==> src/rtl/pwm_grp_pkg.sv <==
package pwm_grp_pkg;

    typedef enum logic [1:0] {
        ST_IDLE = 2'd0,
        ST_UP   = 2'd1,
        ST_DOWN = 2'd2
    } cnt_state_e;

    // packed: center is bit 0, paired bit 1, dbl_upd bit 2
    typedef struct packed {
        logic dbl_upd;
        logic paired;
        logic center;
    } grp_cfg_t;

endpackage

==> src/rtl/pwm_grp_counter.sv <==
module pwm_grp_counter
    import pwm_grp_pkg::*;
#(
    parameter int CW = 16
) (
    input  logic          clk,
    input  logic          rst_n,
    input  logic          run_en,
    input  logic          center,
    input  logic [CW-1:0] per,
    output logic [CW-1:0] cnt,
    output cnt_state_e    state,
    output logic          start_ld,
    output logic          mid_ld
);

    cnt_state_e    state_d;
    logic [CW-1:0] cnt_d;
    logic          top_hit;

    assign top_hit = (cnt >= per - CW'(1));

    always_ff @(posedge clk or negedge rst_n) begin
        if (!rst_n) begin
            state <= ST_IDLE;
            cnt   <= '0;
        end else begin
            state <= state_d;
            cnt   <= cnt_d;
        end
    end

    always_comb begin
        state_d  = state;
        cnt_d    = cnt;
        start_ld = 1'b0;
        mid_ld   = 1'b0;
        unique case (state)
            ST_IDLE: begin
                start_ld = 1'b1;
                cnt_d    = '0;
                if (run_en) state_d = ST_UP;
            end
            ST_UP: begin
                if (!run_en) begin
                    state_d = ST_IDLE;
                    cnt_d   = '0;
                end else if (top_hit) begin
                    if (center) begin
                        state_d = ST_DOWN;
                        cnt_d   = per;
                        mid_ld  = 1'b1;
                    end else begin
                        cnt_d    = '0;
                        start_ld = 1'b1;
                    end
                end else begin
                    cnt_d = cnt + CW'(1);
                end
            end
            ST_DOWN: begin
                if (!run_en) begin
                    state_d = ST_IDLE;
                    cnt_d   = '0;
                end else if (cnt <= CW'(1)) begin
                    state_d  = ST_UP;
                    cnt_d    = '0;
                    start_ld = 1'b1;
                end else begin
                    cnt_d = cnt - CW'(1);
                end
            end
            default: begin
                state_d = ST_IDLE;
                cnt_d   = '0;
            end
        endcase
    end


    idle_zero_chk: assert property (@(posedge clk) disable iff (!rst_n)
        state == ST_IDLE |-> cnt == '0);


    cnt_bound_chk: assert property (@(posedge clk) disable iff (!rst_n)
        state != ST_IDLE |-> cnt <= per);


    turn_at_top_chk: assert property (@(posedge clk) disable iff (!rst_n)
        (state == ST_DOWN && $past(state) == ST_UP) |-> cnt == per);

endmodule

==> src/rtl/pwm_grp_regs.sv <==
module pwm_grp_regs
    import pwm_grp_pkg::*;
#(
    parameter int CW  = 16,
    parameter int NCH = 4,
    parameter int DTW = 8,
    parameter int AW  = 3
) (
    input  logic                    clk,
    input  logic                    rst_n,
    input  logic                    wr_en,
    input  logic [AW-1:0]           wr_addr,
    input  logic [CW-1:0]           wr_data,
    input  logic                    start_ld,
    input  logic                    mid_ld,
    output logic [CW-1:0]           per_act,
    output logic [NCH-1:0][CW-1:0]  duty_act,
    output grp_cfg_t                cfg_act,
    output logic [DTW-1:0]          dead_act
);

    localparam int ADR_PER  = 0;
    localparam int ADR_CFG  = NCH + 1;
    localparam int ADR_DEAD = NCH + 2;
    localparam int MIN_PER  = 2;

    logic [CW-1:0]          per_sh,  per_q;
    logic [NCH-1:0][CW-1:0] duty_sh, duty_q;
    grp_cfg_t               cfg_sh,  cfg_q;
    logic [DTW-1:0]         dead_sh, dead_q;

    always_ff @(posedge clk or negedge rst_n) begin
        if (!rst_n) begin
            per_sh  <= '0;
            duty_sh <= '0;
            cfg_sh  <= '0;
            dead_sh <= '0;
        end else if (wr_en) begin
            if (wr_addr == AW'(ADR_PER))  per_sh  <= wr_data;
            if (wr_addr == AW'(ADR_CFG))  cfg_sh  <= grp_cfg_t'(wr_data[2:0]);
            if (wr_addr == AW'(ADR_DEAD)) dead_sh <= wr_data[DTW-1:0];
            for (int i = 0; i < NCH; i++) begin
                if (wr_addr == AW'(i + 1)) duty_sh[i] <= wr_data;
            end
        end
    end

    always_ff @(posedge clk or negedge rst_n) begin
        if (!rst_n) begin
            per_q  <= '0;
            duty_q <= '0;
            cfg_q  <= '0;
            dead_q <= '0;
        end else if (start_ld) begin
            per_q  <= per_sh;
            duty_q <= duty_sh;
            cfg_q  <= cfg_sh;
            dead_q <= dead_sh;
        end else if (mid_ld && cfg_q.dbl_upd) begin
            duty_q <= duty_sh;
        end
    end

    assign per_act  = (per_q < CW'(MIN_PER)) ? CW'(MIN_PER) : per_q;
    assign duty_act = duty_q;
    assign cfg_act  = cfg_q;
    assign dead_act = dead_q;


    duty_hold_chk: assert property (@(posedge clk) disable iff (!rst_n)
        (!start_ld && !mid_ld) |=> $stable(duty_q));


    per_hold_chk: assert property (@(posedge clk) disable iff (!rst_n)
        !start_ld |=> $stable(per_q) && $stable(cfg_q));


    single_hold_chk: assert property (@(posedge clk) disable iff (!rst_n)
        (!start_ld && !cfg_q.dbl_upd) |=> $stable(duty_q));

endmodule

==> src/rtl/pwm_grp_deadtime.sv <==
module pwm_grp_deadtime #(
    parameter int DTW = 8
) (
    input  logic           clk,
    input  logic           rst_n,
    input  logic           in_raw,
    input  logic [DTW-1:0] dead,
    output logic           out_q
);

    logic [DTW-1:0] wait_cnt;

    always_ff @(posedge clk or negedge rst_n) begin
        if (!rst_n) begin
            out_q    <= 1'b0;
            wait_cnt <= '0;
        end else if (!in_raw) begin
            out_q    <= 1'b0;
            wait_cnt <= '0;
        end else if (wait_cnt >= dead) begin
            out_q <= 1'b1;
        end else begin
            wait_cnt <= wait_cnt + DTW'(1);
        end
    end


    rise_needs_in_chk: assert property (@(posedge clk) disable iff (!rst_n)
        $rose(out_q) |-> $past(in_raw));


    fall_fast_chk: assert property (@(posedge clk) disable iff (!rst_n)
        !in_raw |=> !out_q);

endmodule

==> src/rtl/pwm_group.sv <==
module pwm_group
    import pwm_grp_pkg::*;
#(
    parameter int CW  = 16,
    parameter int NCH = 4,
    parameter int DTW = 8,
    parameter int AW  = 3
) (
    input  logic           clk,
    input  logic           rst_n,
    input  logic           enable,
    input  logic           wr_en,
    input  logic [AW-1:0]  wr_addr,
    input  logic [CW-1:0]  wr_data,
    output logic [NCH-1:0] pwm_out,
    output logic           period_flag
);

    localparam int NPAIR = NCH / 2;

    logic [CW-1:0]          cnt;
    cnt_state_e             state;
    logic                   start_ld, mid_ld, running;
    logic [CW-1:0]          per_act;
    logic [NCH-1:0][CW-1:0] duty_act;
    grp_cfg_t               cfg_act;
    logic [DTW-1:0]         dead_act;
    logic [NCH-1:0]         raw;

    pwm_grp_counter #(.CW(CW)) u_cnt (
        .clk      (clk),
        .rst_n    (rst_n),
        .run_en   (enable),
        .center   (cfg_act.center),
        .per      (per_act),
        .cnt      (cnt),
        .state    (state),
        .start_ld (start_ld),
        .mid_ld   (mid_ld)
    );

    pwm_grp_regs #(.CW(CW), .NCH(NCH), .DTW(DTW), .AW(AW)) u_regs (
        .clk      (clk),
        .rst_n    (rst_n),
        .wr_en    (wr_en),
        .wr_addr  (wr_addr),
        .wr_data  (wr_data),
        .start_ld (start_ld),
        .mid_ld   (mid_ld),
        .per_act  (per_act),
        .duty_act (duty_act),
        .cfg_act  (cfg_act),
        .dead_act (dead_act)
    );

    assign running     = (state != ST_IDLE);
    assign period_flag = running && (cnt == '0);

    for (genvar i = 0; i < NCH; i++) begin : g_ch
        localparam int SRC = (i / 2) * 2;
        logic [CW-1:0]  d_sel;
        logic           hit;
        logic [DTW-1:0] dead_sel;

        assign d_sel    = cfg_act.paired ? duty_act[SRC] : duty_act[i];
        assign hit      = (d_sel >= per_act) || (cnt < d_sel);
        assign dead_sel = cfg_act.paired ? dead_act : '0;

        if (i % 2 == 1) begin : g_odd
            assign raw[i] = running && (cfg_act.paired ? !hit : hit);
        end else begin : g_even
            assign raw[i] = running && hit;
        end

        pwm_grp_deadtime #(.DTW(DTW)) u_dt (
            .clk    (clk),
            .rst_n  (rst_n),
            .in_raw (raw[i]),
            .dead   (dead_sel),
            .out_q  (pwm_out[i])
        );
    end

    for (genvar p = 0; p < NPAIR; p++) begin : g_pair

        pair_excl_chk: assert property (@(posedge clk) disable iff (!rst_n)
            (cfg_act.paired && $past(cfg_act.paired))
                |-> !(pwm_out[2*p] && pwm_out[2*p+1]));
    end


    off_quiet_chk: assert property (@(posedge clk) disable iff (!rst_n)
        (!$past(enable) && !$past(enable, 2)) |-> (pwm_out == '0 && !period_flag));


    flag_gap_chk: assert property (@(posedge clk) disable iff (!rst_n)
        period_flag |=> !period_flag);

endmodule

==> config.mk <==
export PLATFORM = sky130hd
export DESIGN_NAME = pwm_group
export DESIGN_NICKNAME = d
export VERILOG_FILES = /design/src/rtl/pwm_grp_pkg.sv /design/src/rtl/pwm_grp_counter.sv /design/src/rtl/pwm_grp_regs.sv /design/src/rtl/pwm_grp_deadtime.sv /design/src/rtl/pwm_group.sv
export SDC_FILE = /design/constraint.sdc
export NUM_CORES = 1
export LEC_CHECK = 0
export ABC_CLOCK_PERIOD_IN_PS = 7580
export CAP_MARGIN = 20
export CORE_MARGIN = 2
export CORE_UTILIZATION = 60
export DETAILED_ROUTE_END_ITERATION = 7
export MAX_ROUTING_LAYER = met4
export PLACE_DENSITY_LB_ADDON = 0.2
export SYNTH_ARGS = -nofsm -noshare
export SYNTH_HDL_FRONTEND = slang
export SYNTH_HIERARCHICAL = 1
export SYNTH_SLANG_ARGS = --single-unit
==> constraint.sdc <==
create_clock -name clk -period 7.58 [get_ports clk]
set_clock_uncertainty 0.1 [all_clocks]
set_input_delay 1.137 -clock clk [delete_from_list [all_inputs] [get_ports clk]]
set_output_delay 1.137 -clock clk [all_outputs]
set_load 0.02 [all_outputs]
==> results.md <==
* EDFF count, synth at 0
* Main flop type after synthesis: dfrtp_1
* Crit start category: register
* GRT overflow at 0
* Critical path cell sequence: nor4_1 > a41oi_1 > inv_1 > ha_1 > nand2_1 > or4_1 > nor4_1 > xnor2_1 > ha_1 > nand4_1 > nor4_1 > a32oi_1 > nand2_1 > nand4_1 > a21oi_4 > buf_4 > a21oi_4 > buf_4 > mux2_2
* Worst reg2reg setup slack at approximately 1.5 ns
* Largest net degree at the start of global routing at 127
* Setup TNS at 0 ns
* Post-CTS Setup Bufs at 0
* Crit. Startpoint: u_regs/per_q[12]$_DFFE_PN0P_
* Clk_lat worst skew at 0.55 ns
* Sequential cell area at 0.00591 mm^2
* Area grow syn2layout at 8.98%
* Area leader, netlist: dfrtp_1
* Async set-reset flop share out of synthesis at 100%
* Routed via count at 10500
* RSZ-0062 raised after global routing: no
* Endpoints failing hold at 0
* Sw Ratio at 40.8%
* CTS tree: done
* Worst-Margin Slew at 0.954 ns
* Endpoints failing setup at 0
* First-pass GRT wire length at 56600 um
* Worst Setup End Kind: register
* Routed WL per cell at 20.5 um
* DR pass1 iterations at 5
* Yosys top cell area share at 39.7%
* Layout cells sized above 1 at 18.9%
* Reg power frac at 31.4%
* Area of the core at around 0.024 mm^2
* Fin crit period at 6.03 ns
* WHS at 0.397 ns
* Clock sinks at approximately 240
* DR vias/cell at 6.15
* Syn Nets at 1566
* Levels on crit path at 19
* Initial Util at between 60% and 70%
* Die Ht at 162 um
* Status: finished clean
* Multi-input combinational cell area at between 0.008 and 0.009 mm^2
* Reg-to-reg startpoint: u_regs/per_q[12]$_DFFE_PN0P_
* Crit path max-delay family: simple AND/OR/NAND/NOR gates
* R2R Path End: u_regs/duty_act[29]$_DFFE_PN0P_
* Worst R2R Path Depth at 19
* # rows at 57
* Antenna violations before repair at 0
* Max stage delay on crit path at around 0.66 ns
* CTS Buf Count at 27
* Max Root-Sink Buffers at 3
* Most used cell, CP: nor4_1
* Hpwl dp at 24900 um
* Full die area at 0.0261 mm^2
* Combinational power share at just under 50%
* Layout fillers at 1875
* Syn_area_per_cell at 11.0 um^2
* YS warnings at 6
* Cell count after synthesis at 1359
* Synthesized cell area at 0.0149 mm^2
* Depth of the CTS H-tree at 1
* Critical path endpoint: u_regs/duty_act[29]$_DFFE_PN0P_
* Post-cts resize count at 0
* Power Internal at between 0.003 and 0.004 W
* Headroom to the max-slew limit at a little over a third
* CTS root buf: clkbuf_16
* Crit path required time at between 7 and 8 ns
* Distinct cells, synth at 72
* Setup CP Type: register to register
* I/O pin count at 28
* Gr usage total at 28.3%
* Synth area leaders: dfrtp_1 40%, ha_1 15%, mux2_2 14%
* Post-Route WL at 35100 um
* PwrDens at 402 mW/mm^2
* Layout Nets at 1576
* Buf+Inv Stages, Crit Path at 3
* Period Utilization, post-route at roughly four fifths
* Diode count at 0
* Initial DRC Count at 805
* Detailed-route DRC error count at 0
* Type of the worst min-delay path: register to register
* Register area share after synthesis at 39.7%
* Maxcap violations at 0
* Seq cells post-synth at 236
* Critical path fanouts, max at 64
* Final RePlAce weighted congestion at 0.920
* CP max-delay cell: buf_4
* Die X at roughly 160 um
* Post-DRT Antenna Nets at 0
* CTS clk-pin slew, worst paths at around 0.06 ns
* Final-report max-slew violation count at 0
* PortBufs at 27
* Post-CTS Hold Fix Bufs at 0
* Leakage at 7.72 nW
* Fmax at 166 MHz
* Hold depth at 2
* Sw Pwr at 0.00266 W
* Peak supply drop at 241 uV
* Vias in the first global route at about 10000
* Clock network power share at between 20 and 25%
* Crit path DAT at around 6.3 ns
-- routing by layer --
metal / part of all wire (%) / track usage [%] / up-vias / wire length (um)
met5: 0 / - / - / 0
met4: 2.5 / 6.98 / 0 / 884
met3: 4.5 / 3.06 / 65 / 1590
met2: 46 / 45.7 / 276 / 16300
met1: 47 / 38.7 / 5239 / 16300
li1: - / - / 4967 / -
-- registers in the layout, indices dropped and copies added (netlist names), 3 cells and up --
| register | cells |
|---|---|
| g_ch.u_dt/wait_cnt | 32 |
| u_regs/cfg_sh | 3 |
| u_cnt/cnt | 16 |
| u_regs/duty_act | 64 |
| u_regs/duty_sh | 64 |
| u_regs/dead_act | 8 |
| u_regs/cfg_act | 3 |
| u_regs/dead_sh | 8 |
| u_regs/per_q | 16 |
| u_regs/per_sh | 16 |
| g_ch.u_dt/out_q | 4 |
-- stage by stage --
stage	cell area, um^2	setup WS (ns)	std cells	util (%)	power, W
after floorplan	14900	2.93	1359	-	0.00431
after global placement	15300	1.77	1664	63.0	0.00503
after detailed placement	15300	1.61	1664	63.0	0.00516
after CTS	16200	1.66	1714	66.7	0.00654
after global routing	16200	1.06	1714	66.7	0.00704
final	16200	1.55	1714	66.7	0.00653
-- cells by family after synthesis --
| kind of cell | count (synthesis) | synth area share [%] |
|---|---|---|
| adder cells (fa/ha/maj) | 184 | 15.5 |
| flip-flops | 236 | 39.7 |
| AO/OA/AOI/OAI | 223 | 10.2 |
| XOR/XNOR | 45 | 2.65 |
| AND/OR/NAND/NOR | 272 | 10.4 |
| multiplexers | 217 | 16.1 |
| buffers and inverters | 182 | 5.55 |
-- how the worst min path moves through the flow --
stage,startpoint,end
finish,g_ch[0].u_dt/out_q$_DFFE_PN0P_,g_ch[0].u_dt/out_q$_DFFE_PN0P_
CTS,g_ch[0].u_dt/out_q$_DFFE_PN0P_,g_ch[0].u_dt/out_q$_DFFE_PN0P_
floorplan,u_regs/per_sh[0]$_DFFE_PN0P_,u_regs/per_q[0]$_DFFE_PN0P_
detailed placement,u_regs/duty_sh[37]$_DFFE_PN0P_,u_regs/duty_act[37]$_DFFE_PN0P_
global route,u_regs/duty_sh[38]$_DFFE_PN0P_,u_regs/duty_act[38]$_DFFE_PN0P_
global placement,u_regs/duty_sh[43]$_DFFE_PN0P_,u_regs/duty_act[43]$_DFFE_PN0P_
-- power groups by stage --
| stage | logic [W] | registers [W] | clock network [W] |
|---|---|---|---|
| floorplan | 0.00243 | 0.00189 | 0 |
| global placement | 0.00299 | 0.00204 | 0 |
| detailed placement | 0.00310 | 0.00206 | 0 |
| CTS | 0.00313 | 0.00205 | 0.00136 |
| global route | 0.00353 | 0.00211 | 0.00140 |
| finish | 0.00314 | 0.00205 | 0.00133 |
-- cells in the mapped netlist, types with 7 or more instances --
master	count
dfrtp_1	236
ha_1	184
mux2_2	181
inv_1	130
a21oi_1	62
nor2_1	57
o21ai_0	50
nand2_1	44
mux2i_1	34
nand3_1	34
xnor2_1	34
clkbuf_1	21
nand4_1	21
a21o_1	19
buf_2	17
or3_1	17
nor3_1	15
nor4_1	15
nand2b_1	14
a221o_1	13
buf_6	12
xor2_1	11
a211o_1	10
o21a_1	10
or4_1	10
and2_1	9
a31oi_1	8
and4_1	7
-- area by class of cell --
type / count / share of cell area (%)
clock buffer: 32 / 4.53
multi-input combinational: 941 / 50.4
sequential: 236 / 36.4
timing repair buffer: 33 / 2.05
clock inverter: 18 / 1.13
inverter: 130 / 3.01
tap: 324 / 2.50
-- tightest hold or removal path, stage by stage, from the launching register on --
cell	delay, ns
dfrtp_1	0.34
nor2_1	0.05
nor2_1	0.07
-- cells in the final DEF, fill, tap and decap left out, drive strengths merged, types with 10 or more instances in the layout --
master	Yosys	final
nor2	59	59
nor4	16	16
nand4	23	23
clkbuf	22	32
clkinv	0	10
nor3	16	16
nand2	44	44
or3	17	17
or4	12	12
mux2i	34	34
xor2	11	11
clkdlybuf4s50	0	26
nand3	35	35
xnor2	34	34
nand2b	15	15
o21ai	50	50
inv	130	132
a211o	10	10
mux2	183	183
a21oi	64	64
ha	184	184
a221o	13	13
a21o	19	19
o21a	10	10
dfrtp	236	236
(Power assumes the default switching activity.)
